<file path="src/rtl/fetch_addr_sel.sv">
module fetch_addr_sel #(
  parameter int ADDR_W      = 32,
  parameter int WORD_BYTES  = 4,
  parameter int BLOCK_BYTES = 32,
  parameter int GROUP_MAX   = 4,
  parameter logic [ADDR_W-1:0] RESET_VEC = 'h114
) (
  input  logic              clk,
  input  logic              rst_n,
  input  logic              stall,
  input  logic              exc_valid,
  input  logic [ADDR_W-1:0] exc_addr,
  input  logic              bu_fix_valid,
  input  logic [ADDR_W-1:0] bu_fix_addr,
  input  logic              dec_fix_valid,
  input  logic [ADDR_W-1:0] dec_fix_addr,
  input  logic              tgt_hit_valid,
  input  logic [ADDR_W-1:0] tgt_hit_addr,
  output logic [ADDR_W-1:0] fetch_addr,
  output logic [2:0]        fetch_count,
  output logic              flush
);
  localparam int WB          = $clog2(WORD_BYTES);
  localparam int OFF_W       = $clog2(BLOCK_BYTES);
  localparam int BLOCK_WORDS = BLOCK_BYTES / WORD_BYTES;
  localparam int LEFT_W      = $clog2(BLOCK_WORDS + 1);

  function automatic logic [ADDR_W-1:0] word_align(input logic [ADDR_W-1:0] a);
    return {a[ADDR_W-1:WB], {WB{1'b0}}};
  endfunction

  logic [OFF_W-WB-1:0] word_idx;
  logic [LEFT_W-1:0]   words_left;
  logic [ADDR_W-1:0]   seq_addr;
  logic [ADDR_W-1:0]   next_addr;

  assign word_idx    = fetch_addr[OFF_W-1:WB];
  assign words_left  = LEFT_W'(BLOCK_WORDS) - LEFT_W'(word_idx);
  assign fetch_count = (words_left > LEFT_W'(GROUP_MAX)) ? 3'(GROUP_MAX) : 3'(words_left);
  assign seq_addr    = fetch_addr + (ADDR_W'(fetch_count) << WB);
  assign flush       = exc_valid | bu_fix_valid;

  always_comb begin
    if (exc_valid)          next_addr = word_align(exc_addr);
    else if (bu_fix_valid)  next_addr = word_align(bu_fix_addr);
    else if (stall)         next_addr = fetch_addr;
    else if (dec_fix_valid) next_addr = word_align(dec_fix_addr);
    else if (tgt_hit_valid) next_addr = word_align(tgt_hit_addr);
    else                    next_addr = seq_addr;
  end

  always_ff @(posedge clk) begin
    if (!rst_n) fetch_addr <= word_align(RESET_VEC);
    else        fetch_addr <= next_addr;
  end
endmodule


</file>
<file path="config.mk">
export PLATFORM = sky130hd
export DESIGN_NAME = fetch_addr_sel
export DESIGN_NICKNAME = d
export VERILOG_FILES = /design/src/rtl/fetch_addr_sel.sv
export SDC_FILE = /design/constraint.sdc
export NUM_CORES = 1
export LEC_CHECK = 0
export ABC_AREA = 1
export BUFFER_PORTS_ARGS = -buffer_cell sky130_fd_sc_hd__buf_2
export CORE_MARGIN = 3
export CORE_UTILIZATION = 25
export CTS_CLUSTER_SIZE = 25
export DETAILED_ROUTE_END_ITERATION = 16
export SYNTH_ARGS = -nofsm -noshare
export SYNTH_HDL_FRONTEND = slang
export SYNTH_SLANG_ARGS = --single-unit
</file>
<file path="constraint.sdc">
create_clock -name clk -period 2.6 [get_ports clk]
set_input_delay 0.13 -clock clk [delete_from_list [all_inputs] [get_ports clk]]
set_output_delay 0.13 -clock clk [all_outputs]
set_load 0.02 [all_outputs]
</file>
; Yosys cells after proc, flatten, opt, wreduce, memory -nomap -nowiden
; Cells that the tools add are included.
[totals]
ff_bits = 32
word_cells = 15
[op_classes]
addsub = 2
order_cmp = 1
eq_ne = 1
mux = 6
n_bitwise = 2
n_reduce_logical = 1
[ops]
columns = operator, n
row1 = $mux 32, 5
row2 = $add 32x5->32, 1
row3 = $gt 4x3->1 const B, 1
row4 = $sub 4x3->4 const A, 1
row5 = $mux 3, 1
row6 = $ne 3x1->1 const B, 1
row7 = $reduce_or 3->1, 1
row8 = $not 1->1, 1
row9 = $or 1x1->1, 1

; Logic depth before layout (Yosys ltp)
; Gate-level depths: netlist of run 1.
[logic_depth]
depth_word = 9
depth_mapped = 19
depth_no_buf = 19

; Worst setup path after synthesis of run 1
; OpenSTA, ideal clock, no wires.
[synth_timing]
path_kind = register to register
from = register fetch_addr[2]
to = register fetch_addr[11]
setup_time_ps = 132
arrival_ps = 2024
required_time_ps = 2468
slack_ps = 444
path_stages_with_launch = 17
path_buffers = 0
path_cell_list = dfxtp_1 inv_1 ha_1 nand2_1 nand2_1 nand2_2 nand3_2 nand2_1 inv_2 nand2_2 nand2_2 o21ai_0 nand2_1 o21ai_0 nand2_1 o21ai_0 a21oi_1
[synth_between]
elab_chain_cells = 9
[synth_rtl]
columns = element, line
row1 = start: declaration, 19  ; output logic [ADDR_W-1:0] fetch_addr,
row2 = start signal: assignment, 53  ; if (!rst_n) fetch_addr <= word_align(RESET_VEC);
row3 = start signal: assignment, 54  ; else fetch_addr <= next_addr;
row4 = $sub 4x3->4, 38  ; assign words_left = LEFT_W'(BLOCK_WORDS) - LEFT_W'(word_idx);
row5 = $gt 4x3->1, 39  ; assign fetch_count = (words_left > LEFT_W'(GROUP_MAX)) ? 3'(GROUP_MAX) : 3'(words_left);
row6 = $mux 3, 39
row7 = $add 32x5->32 *, 40  ; assign seq_addr = fetch_addr + (ADDR_W'(fetch_count) << WB);
row8 = $mux 32 *, 48  ; else if (tgt_hit_valid) next_addr = word_align(tgt_hit_addr);
row9 = $mux 32 *, 47  ; else if (dec_fix_valid) next_addr = word_align(dec_fix_addr);
row10 = $mux 32 *, 46  ; else if (stall) next_addr = fetch_addr;
row11 = $mux 32 *, 45  ; else if (bu_fix_valid) next_addr = word_align(bu_fix_addr);
row12 = $mux 32 *, 44  ; if (exc_valid) next_addr = word_align(exc_addr);
; Every way passes the cells marked *; elsewhere a longest branch is shown, timed or not. The select of a mux whose other input is x is not followed.
; A chain may end at the register's enable or synchronous reset.

; Worst setup path in the final report of run 1
; Same ends and word-level chain as after synthesis.

==> metrics.md, run 1 <==
| Metric | Value |
|---|---|
| Status | finished, final reports clean |
| Synth warn | 0 |
| CP Class | reg2reg |
| Synth cell count leaders | nand2_1, a21oi_1, nor2_1 |
| First-pass GRT wire length | about 22000 µm |
| CTS tree | built |
| Avg Cell Area, Syn | 5.65 µm² |
| Seq pwr share | about a third |
| Min-delay src | exc_addr[8] |
| Leak pwr | ~2.1 nW |
| Global route overflow | 0 |
| Slew Limit Fails | 0 |
| Combinational group share of total power | between 30% and 40% |
| Max Fclk | approximately 440 MHz |
| TNS Setup | 0 ps |
| Unrepaired setup endpoints after global routing | false |
| Final-report hold violation count | 0 |
| # Post-CTS Setup Buffers | 0 |
| Tcrit/Tclk final | between 80% and 90% |
| DR pass1 iterations | 5 |
| Filler cells | 1416 |
| Largest net degree at the start of global routing | 29 |
| CP endpoint kind | flop |
| Hold Slack | 77.7 ps |
| Most flop-heavy register | fetch_addr |
| R2R Setup Slk | roughly 310 ps |
| Post-Synthesis Net Count | 700 |
| Worst-path clk slew | about 50 ps |
| Rows | 40 |
| Post-synth EDFFs | 0 |
| Switching share of total power | ~36% |
| CP dominant cell by count | nand2_1 |
| WL per Instance | 15.8 µm |
| Gr usage total | between 10% and 20% |
| Antenna diode count | 0 |
| Synth Cell Area | 3180 µm² |
| Starting density of the core | between 20% and 30% |
| Clock Sinks | 32 |
| Power Dens Cells | approximately 410 nW/µm² |
| Max FO, Critical Path | 8 |
| DIE HEIGHT | between 100 and 150 µm |
| Async S/R FF share, synth | 0% |
| Largest regs | fetch_addr: 32 flops |
| Share of layout cells above drive strength 1 | between 30% and 40% |
| Die Area | roughly 14000 µm² |
| Sequential Area | approximately 640 µm² |
| Post-synth top area share | 20.1% |
| RR Startpoint | fetch_addr[2] |
| Yosys cell types | 36 |
| Peak VDD IR | ~270 µV |
| Seq/Total Area, Yosys | 20.1% |
| Initial antenna violation count | 0 |
| Crit path DAT | between 2000 and 2500 ps |
| Final Skew | approximately 3.4 ps |
| Reg-to-reg endpoint | fetch_addr[11] |
| Met1 usage | 27.3% |
| Vias in the first global route | 4242 |
| Most frequent cell after synthesis | nand2_1 |
| Area Overhead vs Synth | 37.8% |
| Worst EP required | between 2000 and 3000 ps |
| Portion of total power attributed to the clock network | approximately a third |
| Tightest Pin Transition | around 620 ps |
| NumNets Final | between 800 and 900 |
| Final setup fails | 0 |
| Ranking of synthesized cells by area | dfxtp_1, nand2_1, a21oi_1, nor2_1, nand3_1 |
| Vias/cell | around 4.9 |
| PortBufs | 162 |
| Worst hold path endpoint | fetch_addr[8] |
| Remaining antenna violation count after routing | 0 |
| Reg2reg path depth | 16 |
| Core Area | about 12000 µm² |
| Fin util | between 30% and 40% |
| H-tree level count | 2 |
| Gate Count Post-Synth | about 560 |
| Met3 Usage GRT | under 10% |
| GR Layer Usage met2 | about a third |
| TritonCTS Buffers | 5 |
| DP Area | 4230 µm² |
| Most used DFF post-synth | dfxtp_1 |
| GPL Wtd Cong | around 0.92 |
| Clock Path Buffers | 2 |
| Seq cells post-synth | 32 |
| # DRC | 0 |
| Fin crit period | 2290 ps |
| I/O pin count | ~170 |
| WHS Path Cells | 3 |
| Most Crowded Layer GR | met2 |
| Internal power | around 0.0012 W |
| Final WL | about 14000 µm |
| Area of the multi-input gates | approximately 2200 µm² |
| Die width | 119 µm |
| Worst setup SP type | flop |
| Final HPWL DP | roughly 11000 µm |
| CP max stage delay | roughly 360 ps |
| Total number of vias | ~4400 |
| P_sw | 0.000646 W |
| Largest area contributor in the netlist | dfxtp_1 |
| Min-Delay Path Class | in2reg |
| Relative slew slack | approximately 58% |
| Crit-path cells | inv_1 > ha_1 > nand2_1 > nand2_1 > nand2_2 > nand3_2 > nand2_1 > inv_2 > nand2_2 > nand2_2 > o21ai_0 > nand2_1 > o21ai_0 > nand2_1 > o21ai_0 > a21oi_1 |
| Max FFs per register | 32 |
| Max-cap violations | 0 |
| Tot Pwr | ~0.0018 W |
| Highest-delay cell along the critical path | dfxtp_2 |
| Skew-Pair Late Insertion Delay | about 280 ps |
| Root buf cell | clkbuf_16 |
| Design Area, Final | between 4000 and 5000 µm² |
| Drt first-iter violations | approximately 230 |
==> logic make-up (layout without fill, tap and decap cells) <==
logic type | count (synthesis) | in the layout | synth area share (%)
DFF | 32 | 32 | 20.1
and+or+nand+nor | 310 | 310 | 43.6
xor gates and xnor gates | 4 | 4 | 1.10
adders and majority gates | 2 | 2 | 0.786
buffers and inverters | 80 | 241 | 9.79
AOI/OAI and AO/OA | 135 | 135 | 24.5
==> how the worst max path moves through the flow <==
stage	startpoint	end	slack, ps	depth (start not counted)
3_3_place_gp	fetch_addr[2]	fetch_addr[13]	290	17
4_1_cts	fetch_addr[2]	fetch_addr[22]	240	16
6_report	fetch_addr[2]	fetch_addr[11]	310	16
2_1_floorplan	fetch_addr[2]	fetch_addr[11]	440	16
3_5_place_dp	fetch_addr[2]	fetch_addr[22]	270	16
5_1_grt	fetch_addr[2]	fetch_addr[19]	40	18
==> power groups by stage <==
stage	clock network (W)	registers (W)	logic [W]
6_report	0.000620	0.000592	0.000594
5_1_grt	0.000658	0.000597	0.000660
4_1_cts	0.000639	0.000591	0.000595
3_5_place_dp	0	0.000601	0.000592
3_3_place_gp	0	0.000602	0.000588
2_1_floorplan	0	0.000628	0.000300
==> per-layer routing <==
metal | part of all wire (%) | wire length (µm)
met1 | 46 | 6500
met2 | 44 | 6270
met3 | 7.2 | 1010
met4 | 2.4 | 339
met5 | 0 | 0
==> stage by stage <==
step	setup slack (ps)	std cells
6_report	314	892
5_1_grt	37.6	892
4_1_cts	243	892
3_5_place_dp	266	885
3_3_place_gp	287	885
2_1_floorplan	444	563
==> cells in the final DEF (no fill, tap or decap), drive strengths merged, types with 2 or more instances in the layout <==
master	count
clkbuf	7
dfxtp	32
nand4	18
a21oi	72
o221a	11
o211ai	4
nand2	178
nor3b	2
nor2	52
nor3	18
clkinv	2
buf	180
o21ai	40
nor4	2
o221ai	2
nand3	36
or2	4
xor2	3
ha	2
inv	52
o2111ai	2
==> layout make-up <==
type / instances / share of cell area, %
Tap cell: 168 / 4.80
Sequential cell: 32 / 14.6
Timing Repair Buffer: 180 / 21.6
Clock buffer: 7 / 3.48
Multi-Input combinational cell: 451 / 50.9
Inverter: 54 / 4.62
==> critical path, delay by kind of cell (launching register included) <==
family,cells,cell delay (ps)
adder cells (fa/ha/maj),1,260
AND/OR/NAND/NOR,9,880
flip-flops,1,360
buffers and inverters,2,160
AO/OA/AOI/OAI,4,480
==> what timing repair did <==
| item | CTS | global route |
|---|---|---|
| endpoints found under the setup margin | 0 | 2 |
| resized for setup | 0 | 2 |
| hold buffers | 0 | 0 |
Note: power is estimated with default switching activity, not from simulation.
==> run 2, diff against run 1 <==
==> constraint.sdc (replaced) <==
create_clock -name clk -period 2.5 [get_ports clk]
set_input_delay 0 -clock clk [delete_from_list [all_inputs] [get_ports clk]]
set_output_delay 0 -clock clk [all_outputs]
set_load 0.02 [all_outputs]
==> run 2 against run 1 <==
Compared with the run above:
- routed wire length grew 1.1%
- cell area is 2.0% higher
- global-route usage is 0.058 points higher
- worst setup slack got worse by 19 ps
- largest cell class unchanged
- power grew 7.8%
- utilization grew 0.72 points
- critical path depth increased by 1
- final cell count up 1.0%
==> metrics.md, run 2 (synthesis results as in run 1) <==
| Metric | Value |
|---|---|
| # Post-CTS Setup Buffers | 0 (unchanged) |
| Slew Limit Fails | 0 (unchanged) |
| Metal-1 WL | 6480 µm (-0.23%) |
| Vias/cell | 4.86 (-0.45%) |
| Crit path DAT | 2350 ps (-80 ps) |
| Most flop-heavy register | fetch_addr |
| Gr usage total | 19.8% (+0.058 points) |
| Tightest Pin Transition | 663 ps (+41.0 ps) |
| Peak VDD IR | 232 µV (-14%) |
| Worst hold path endpoint | fetch_addr[14] |
| Power Dens Cells | 435 nW/µm² (+5.7%) |
| Rows | 40 (unchanged) |
| Clock Sinks | 32 (unchanged) |
| I/O pin count | 171 (unchanged) |
| Met2 WL post-DR | 6560 µm (+4.6%) |
| # DRC | 0 (unchanged) |
| Antenna diode count | 0 (unchanged) |
| Final Skew | 6.54 ps (+3.19 ps) |
| Min-delay src | exc_addr[14] |
| Largest net degree at the start of global routing | 29 (unchanged) |
| First-pass GRT wire length | 22400 µm (+0.34%) |
| Filler cells | 1443 (+1.9%) |
| Largest regs | fetch_addr: 32 flops |
| Design Area, Final | 4470 µm² (+2.0%) |
| Commonest non-fill, non-tap cell in the layout | nand2_1 |
| Max FO, Critical Path | 10 (+2) |
| PortBufs | 162 (unchanged) |
| Tcrit/Tclk final | 88.2% (+0.28 points) |
| DR pass1 iterations | 5 (unchanged) |
| Relative slew slack | 55.5% (-2.8 points) |
| Initial antenna violation count | 0 (unchanged) |
| Drt first-iter violations | 278 (+20%) |
| DIE HEIGHT | 119 µm (unchanged) |
| Vias in the first global route | 4233 (-0.21%) |
| Min-Delay Path Class | in2reg |
| TritonCTS Buffers | 5 (unchanged) |
| TNS Setup | 0 ps (unchanged) |
| Final WL | 14300 µm (+1.1%) |
| Unrepaired setup endpoints after global routing | false |
| Starting density of the core | 26.1% (unchanged) |
| Area Overhead vs Synth | 40.5% |
| RR Startpoint | fetch_addr[2] |
| Max Fclk | 453 MHz (+3.7%) |
| Worst EP required | 2640 ps (-100 ps) |
| GPL Wtd Cong | 0.916 (about the same) |
| Die Area | 14100 µm² (unchanged) |
| H-tree level count | 2 (unchanged) |
| Clock Path Buffers | 2 (unchanged) |
| Die width | 119 µm (unchanged) |
| Leak pwr | 2.15 nW (+1.8%) |
| WHS Path Cells | 3 (unchanged) |
| Final HPWL DP | 11100 µm (+0.10%) |
| Global route overflow | 0 (unchanged) |
| WL per Instance | 15.8 µm (+0.11%) |
| Met3 wire len | 1030 µm (+1.6%) |
| Commonest non-fill, non-tap cells in the layout | nand2_1, buf_2, a21oi_1, nor2_1, inv_1 |
| Top layer in use | met4 |
| Max FFs per register | 32 (unchanged) |
| CP endpoint kind | flop |
| Final setup fails | 0 (unchanged) |
| Worst setup SP type | flop |
| Fin crit period | 2210 ps (-81.0 ps) |
| CTS tree | built |
| DP Area | 4240 µm² (+0.35%) |
| Root buf cell | clkbuf_16 |
| CP Class | reg2reg |
| R2R Setup Slk | 290 ps (-20 ps) |
| Core Area | 12200 µm² (unchanged) |
| Status | finished, final reports clean |
| Worst-path clk slew | 60 ps (about the same) |
| Reg2reg path depth | 17 (+1) |
| Skew-Pair Late Insertion Delay | 280 ps (about the same) |
| Share of layout cells above drive strength 1 | 31.7% (-0.12 points) |
| Remaining antenna violation count after routing | 0 (unchanged) |
| Total number of vias | 4378 (+0.55%) |
| Final-report hold violation count | 0 (unchanged) |
| NumNets Final | 869 (+0.93%) |
| Reg-to-reg endpoint | fetch_addr[22] |
| Max-cap violations | 0 (unchanged) |
| Tot Pwr | 0.00195 W (+7.8%) |
run 2: area by class of cell:
| class | instances | area [µm²] | area share (%) |
|---|---|---|---|
| clock buffers | 6 | 129 | 2.88 |
| clock inverters | 2 | 35.0 | 0.784 |
| inverters | 54 | 203 | 4.53 |
| multi-input cells | 451 | 2230 | 49.9 |
| flip-flops and latches | 32 | 641 | 14.3 |
| well taps | 168 | 210 | 4.70 |
| repair buffers | 188 | 1020 | 22.8 |
run 2: worst max-delay path by stage:
stage                  start        endpoint  slack [ps]
3_3_place_gp   fetch_addr[2]  fetch_addr[22]         330
6_report       fetch_addr[2]  fetch_addr[22]         290
4_1_cts        fetch_addr[2]  fetch_addr[22]         290
2_1_floorplan  fetch_addr[2]  fetch_addr[11]         340
3_5_place_dp   fetch_addr[2]  fetch_addr[22]         310
5_1_grt        fetch_addr[2]  fetch_addr[17]           8
run 2: repair_timing:
item	CTS	global route
hold buffers	6	0
setup endpoints to repair	0	1
hold endpoints to repair	6	0
resized for setup	0	1
run 2: worst max-delay path: stages (launching register included):
cell and delay, ps:
dfxtp_1 310, inv_1 160, ha_2 240, inv_1 40
nand2_1 70, nand2_1 60, nand2_2 100, nand3_1 100
nand2_2 130, nand2_2 70, nand2_4 130, nand2_2 120
o21ai_1 150, nand3_1 110, nand2_1 80, nand2_1 40
o21ai_1 70, a21oi_1 70
run 2: metal layers:
layer	vias up	track usage, %
li1	2235	-
met1	1929	26.9
met2	198	32.6
met3	16	3.51
met4	0	4.42
met5	-	0
run 2: metrics by stage:
stage | util, % | std cells | hold WS [ps] | setup WS (ps)
floorplan | - | 563 | 135 | 344
global placement | 34.8 | 887 | 229 | 334
detailed placement | 34.8 | 887 | 232 | 313
CTS | 36.6 | 901 | 1.21 | 292
global route | 36.6 | 901 | 5.56 | 7.68
finish | 36.6 | 901 | 6.83 | 295
run 2: report_power, final:
group	internal [W]	switching, W	total (W)	leakage, nW
sequential	0.000549	0.0000621	0.000611	0.266
clock	0.000469	0.000236	0.000705	0.0808
combinational	0.000248	0.000382	0.000631	1.80
==> run 3, diff against run 2 <==
- CORE_UTILIZATION: 25 -> 30
- CTS_CLUSTER_DIAMETER: not set -> 80
==> run 3 against run 2 <==
Compared with the run above:
- the flow now finishes with violations (hold timing)
- clock skew is 2.8 ps higher
- non-clock buffer count unchanged
- first-iteration DRC count rose by 15%
- power is 9.7% lower
- utilization rose by 7.0 points
- critical path type unchanged
- highest routed layer unchanged
==> metrics.md, run 3 (synthesis results as in run 1) <==
| Metric | Value |
|---|---|
| H-tree level count | 2 (unchanged) |
| Hold Slack | -2.46 ps (-9.29 ps) |
| Tot Pwr | 0.00176 W (-9.7%) |
| Final HPWL DP | 10800 µm (-2.4%) |
| Filler cells | 1110 (-23%) |
| Initial antenna violation count | 0 (unchanged) |
| Vias in the first global route | 4118 (-2.7%) |
| Violated checks | hold timing |
| DR pass1 iterations | 5 (unchanged) |
| Remaining antenna violation count after routing | 0 (unchanged) |
| Global route overflow | 0 (unchanged) |
| Crit-path cells | inv_1 > ha_2 > inv_1 > nand2_1 > nand2_1 > nand2_2 > nand3_2 > nand2_1 > inv_2 > nand2_2 > nand2_2 > nor2_1 > xor2_1 > nand2_1 > nand2_1 > nand2_1 > nand2_1 > a21oi_1 |
| Cell family with most CP delay | simple AND/OR/NAND/NOR gates |
| Max-cap violations | 0 (unchanged) |
| Max Fclk | 440 MHz (-3.1%) |
| Max FO, Critical Path | 8 (-2) |
| Status | finished, violations left |
| CP endpoint kind | flop |
| # DRC | 0 (unchanged) |
| Min-delay src | exc_addr[30] |
| TNS Setup | 0 ps (unchanged) |
| WHS Path Cells | 3 (unchanged) |
| CP max stage delay | 350 ps (+40 ps) |
| Starting density of the core | 31.7% (+5.6 points) |
| Root buf cell | clkbuf_8 |
| Power Dens Cells | 401 nW/µm² (-8.0%) |
| RR Startpoint | fetch_addr[2] |
| Reg-to-reg endpoint | fetch_addr[17] |
| DIE HEIGHT | 109 µm (-8.3%) |
| Tightest Pin Transition | 727 ps (+63.7 ps) |
| Die width | 109 µm (-8.3%) |
| Vias/cell | 5.11 (+5.2%) |
| Total number of vias | 4425 (+1.1%) |
| Logic depth of the worst path, buffers included | 18 (+1) |
| Skew-Pair Late Insertion Delay | 290 ps (about the same) |
| Internal power | 0.00109 W (-14%) |
| I/O pin count | 171 (unchanged) |
| Gr usage total | 22.9% (+3.1 points) |
| # Post-CTS Setup Buffers | 0 (unchanged) |
| Worst setup SP type | flop |
| Core Area | 10000 µm² (-18%) |
| Switching share of total power | 37.9% (+2.9 points) |
| Worst hold path endpoint | fetch_addr[30] |
| PortBufs | 162 (unchanged) |
| Fin util | 43.6% (+7.0 points) |
| Clock Sinks | 32 (unchanged) |
| Seq pwr share | 34.9% (+3.5 points) |
| Highest-delay cell along the critical path | dfxtp_2 |
| Portion of total power attributed to the clock network | 29.3% (-6.9 points) |
| Final setup fails | 0 (unchanged) |
| First-pass GRT wire length | 21300 µm (-4.9%) |
| Relative slew slack | 51.5% (-4.0 points) |
| Drt first-iter violations | 320 (+15%) |
| Commonest non-fill, non-tap cell in the layout | nand2_1 |
| Worst EP required | 2660 ps (+20 ps) |
| Peak VDD IR | 200 µV (-14%) |
| Tcrit/Tclk final | 91.0% (+2.8 points) |
| WL per Instance | 16.1 µm (+1.8%) |
| Largest regs | fetch_addr: 32 flops |
| CP Class | reg2reg |
| GPL Wtd Cong | 0.899 (-1.8%) |
| Combinational group share of total power | 35.7% (+3.3 points) |
| Share of layout cells above drive strength 1 | 31.1% (-0.55 points) |
| NumNets Final | 869 (unchanged) |
| P_sw | 0.000666 W (-2.2%) |
| Final Skew | 9.37 ps (+2.83 ps) |
| Fin crit period | 2280 ps (+70.2 ps) |
| Reg2reg path depth | 18 (+1) |
| Antenna diode count | 0 (unchanged) |
| Unrepaired setup endpoints after global routing | false |
| Rows | 36 (-10%) |
| CP dominant cell by count | nand2_1 |
| Leak pwr | 2.12 nW (-1.3%) |
| Commonest non-fill, non-tap cells in the layout | nand2_1, buf_2, a21oi_1, nor2_1, inv_1 |
| WP buf/inv | 3 (+1) |
| R2R Setup Slk | 220 ps (-70 ps) |
| Crit path DAT | 2430 ps (+80 ps) |
| Worst-path clk slew | 80 ps (+20 ps) |
| CTS tree | built |
| Largest net degree at the start of global routing | 29 (unchanged) |
| Max FFs per register | 32 (unchanged) |
| Final-report hold violation count | 1 (+1) |
| TritonCTS Buffers | 5 (unchanged) |
| Clock Path Buffers | 2 (unchanged) |
| Most flop-heavy register | fetch_addr |
| Area Overhead vs Synth | 37.8% |
| Die Area | 11900 µm² (-16%) |
| Min-Delay Path Class | in2reg |
| Final WL | 14000 µm (-2.2%) |
| Slew Limit Fails | 0 (unchanged) |
==> run 3: cell count changes in the layout (fill, tap and decap cells not counted) <==
cell / before / now
dlygate4sd3_1: 6 / 11
clkbuf_8: 0 / 5
buf_4: 20 / 15
dfxtp_2: 0 / 1
dfxtp_1: 32 / 31
clkbuf_16: 5 / 0
==> run 3: cell type report <==
class	count	area [µm²]	area share, %
clock buffer	6	72.6	1.66
clock inverter	2	35.0	0.799
inverter	54	203	4.62
multi-input combinational	451	2230	50.9
sequential	32	642	14.6
tap	133	166	3.80
timing repair buffer	188	1030	23.6
==> run 3: power by group through the flow <==
stage                     Clock, W  Combinational, W  Sequential, W
after CTS                 0.000523          0.000627       0.000612
after detailed placement         0          0.000610       0.000624
after floorplan                  0          0.000312       0.000653
after global routing      0.000544          0.000694       0.000621
after global placement           0          0.000602       0.000624
final                     0.000515          0.000628       0.000614
==> run 3: tightest hold or removal path, delay by kind of cell <==
family,cells,cell delay (ps)
AOI/OAI and AO/OA,2,180
buffers and inverters,1,80
==> run 3: worst max path at each step <==
stage	from	endpoint
detailed placement	fetch_addr[2]	fetch_addr[13]
CTS	fetch_addr[2]	fetch_addr[10]
global route	fetch_addr[2]	fetch_addr[17]
floorplan	fetch_addr[2]	fetch_addr[11]
global placement	fetch_addr[2]	fetch_addr[17]
finish	fetch_addr[2]	fetch_addr[17]
==> run 3: routing by layer <==
metal	track usage, %	share of wire, %
met1	31.5	47
met2	37.2	46
met3	3.43	6.3
met4	6.04	0.91
met5	0	0
==> run 3: repair_timing <==
action,CTS,global route
hold endpoints to repair,11,0
hold buffers,11,0
gates resized for setup,0,2
setup endpoints to repair,0,12
==> run 3: through the flow <==
stage	instances	cell area [µm²]	hold slack (ps)	setup WS (ps)
after floorplan	563	3180	135	344
after global placement	847	4160	226	272
after detailed placement	847	4160	235	198
after CTS	866	4380	2.01	174
after global routing	866	4380	6.95	7.08
final	866	4380	-2.46	225
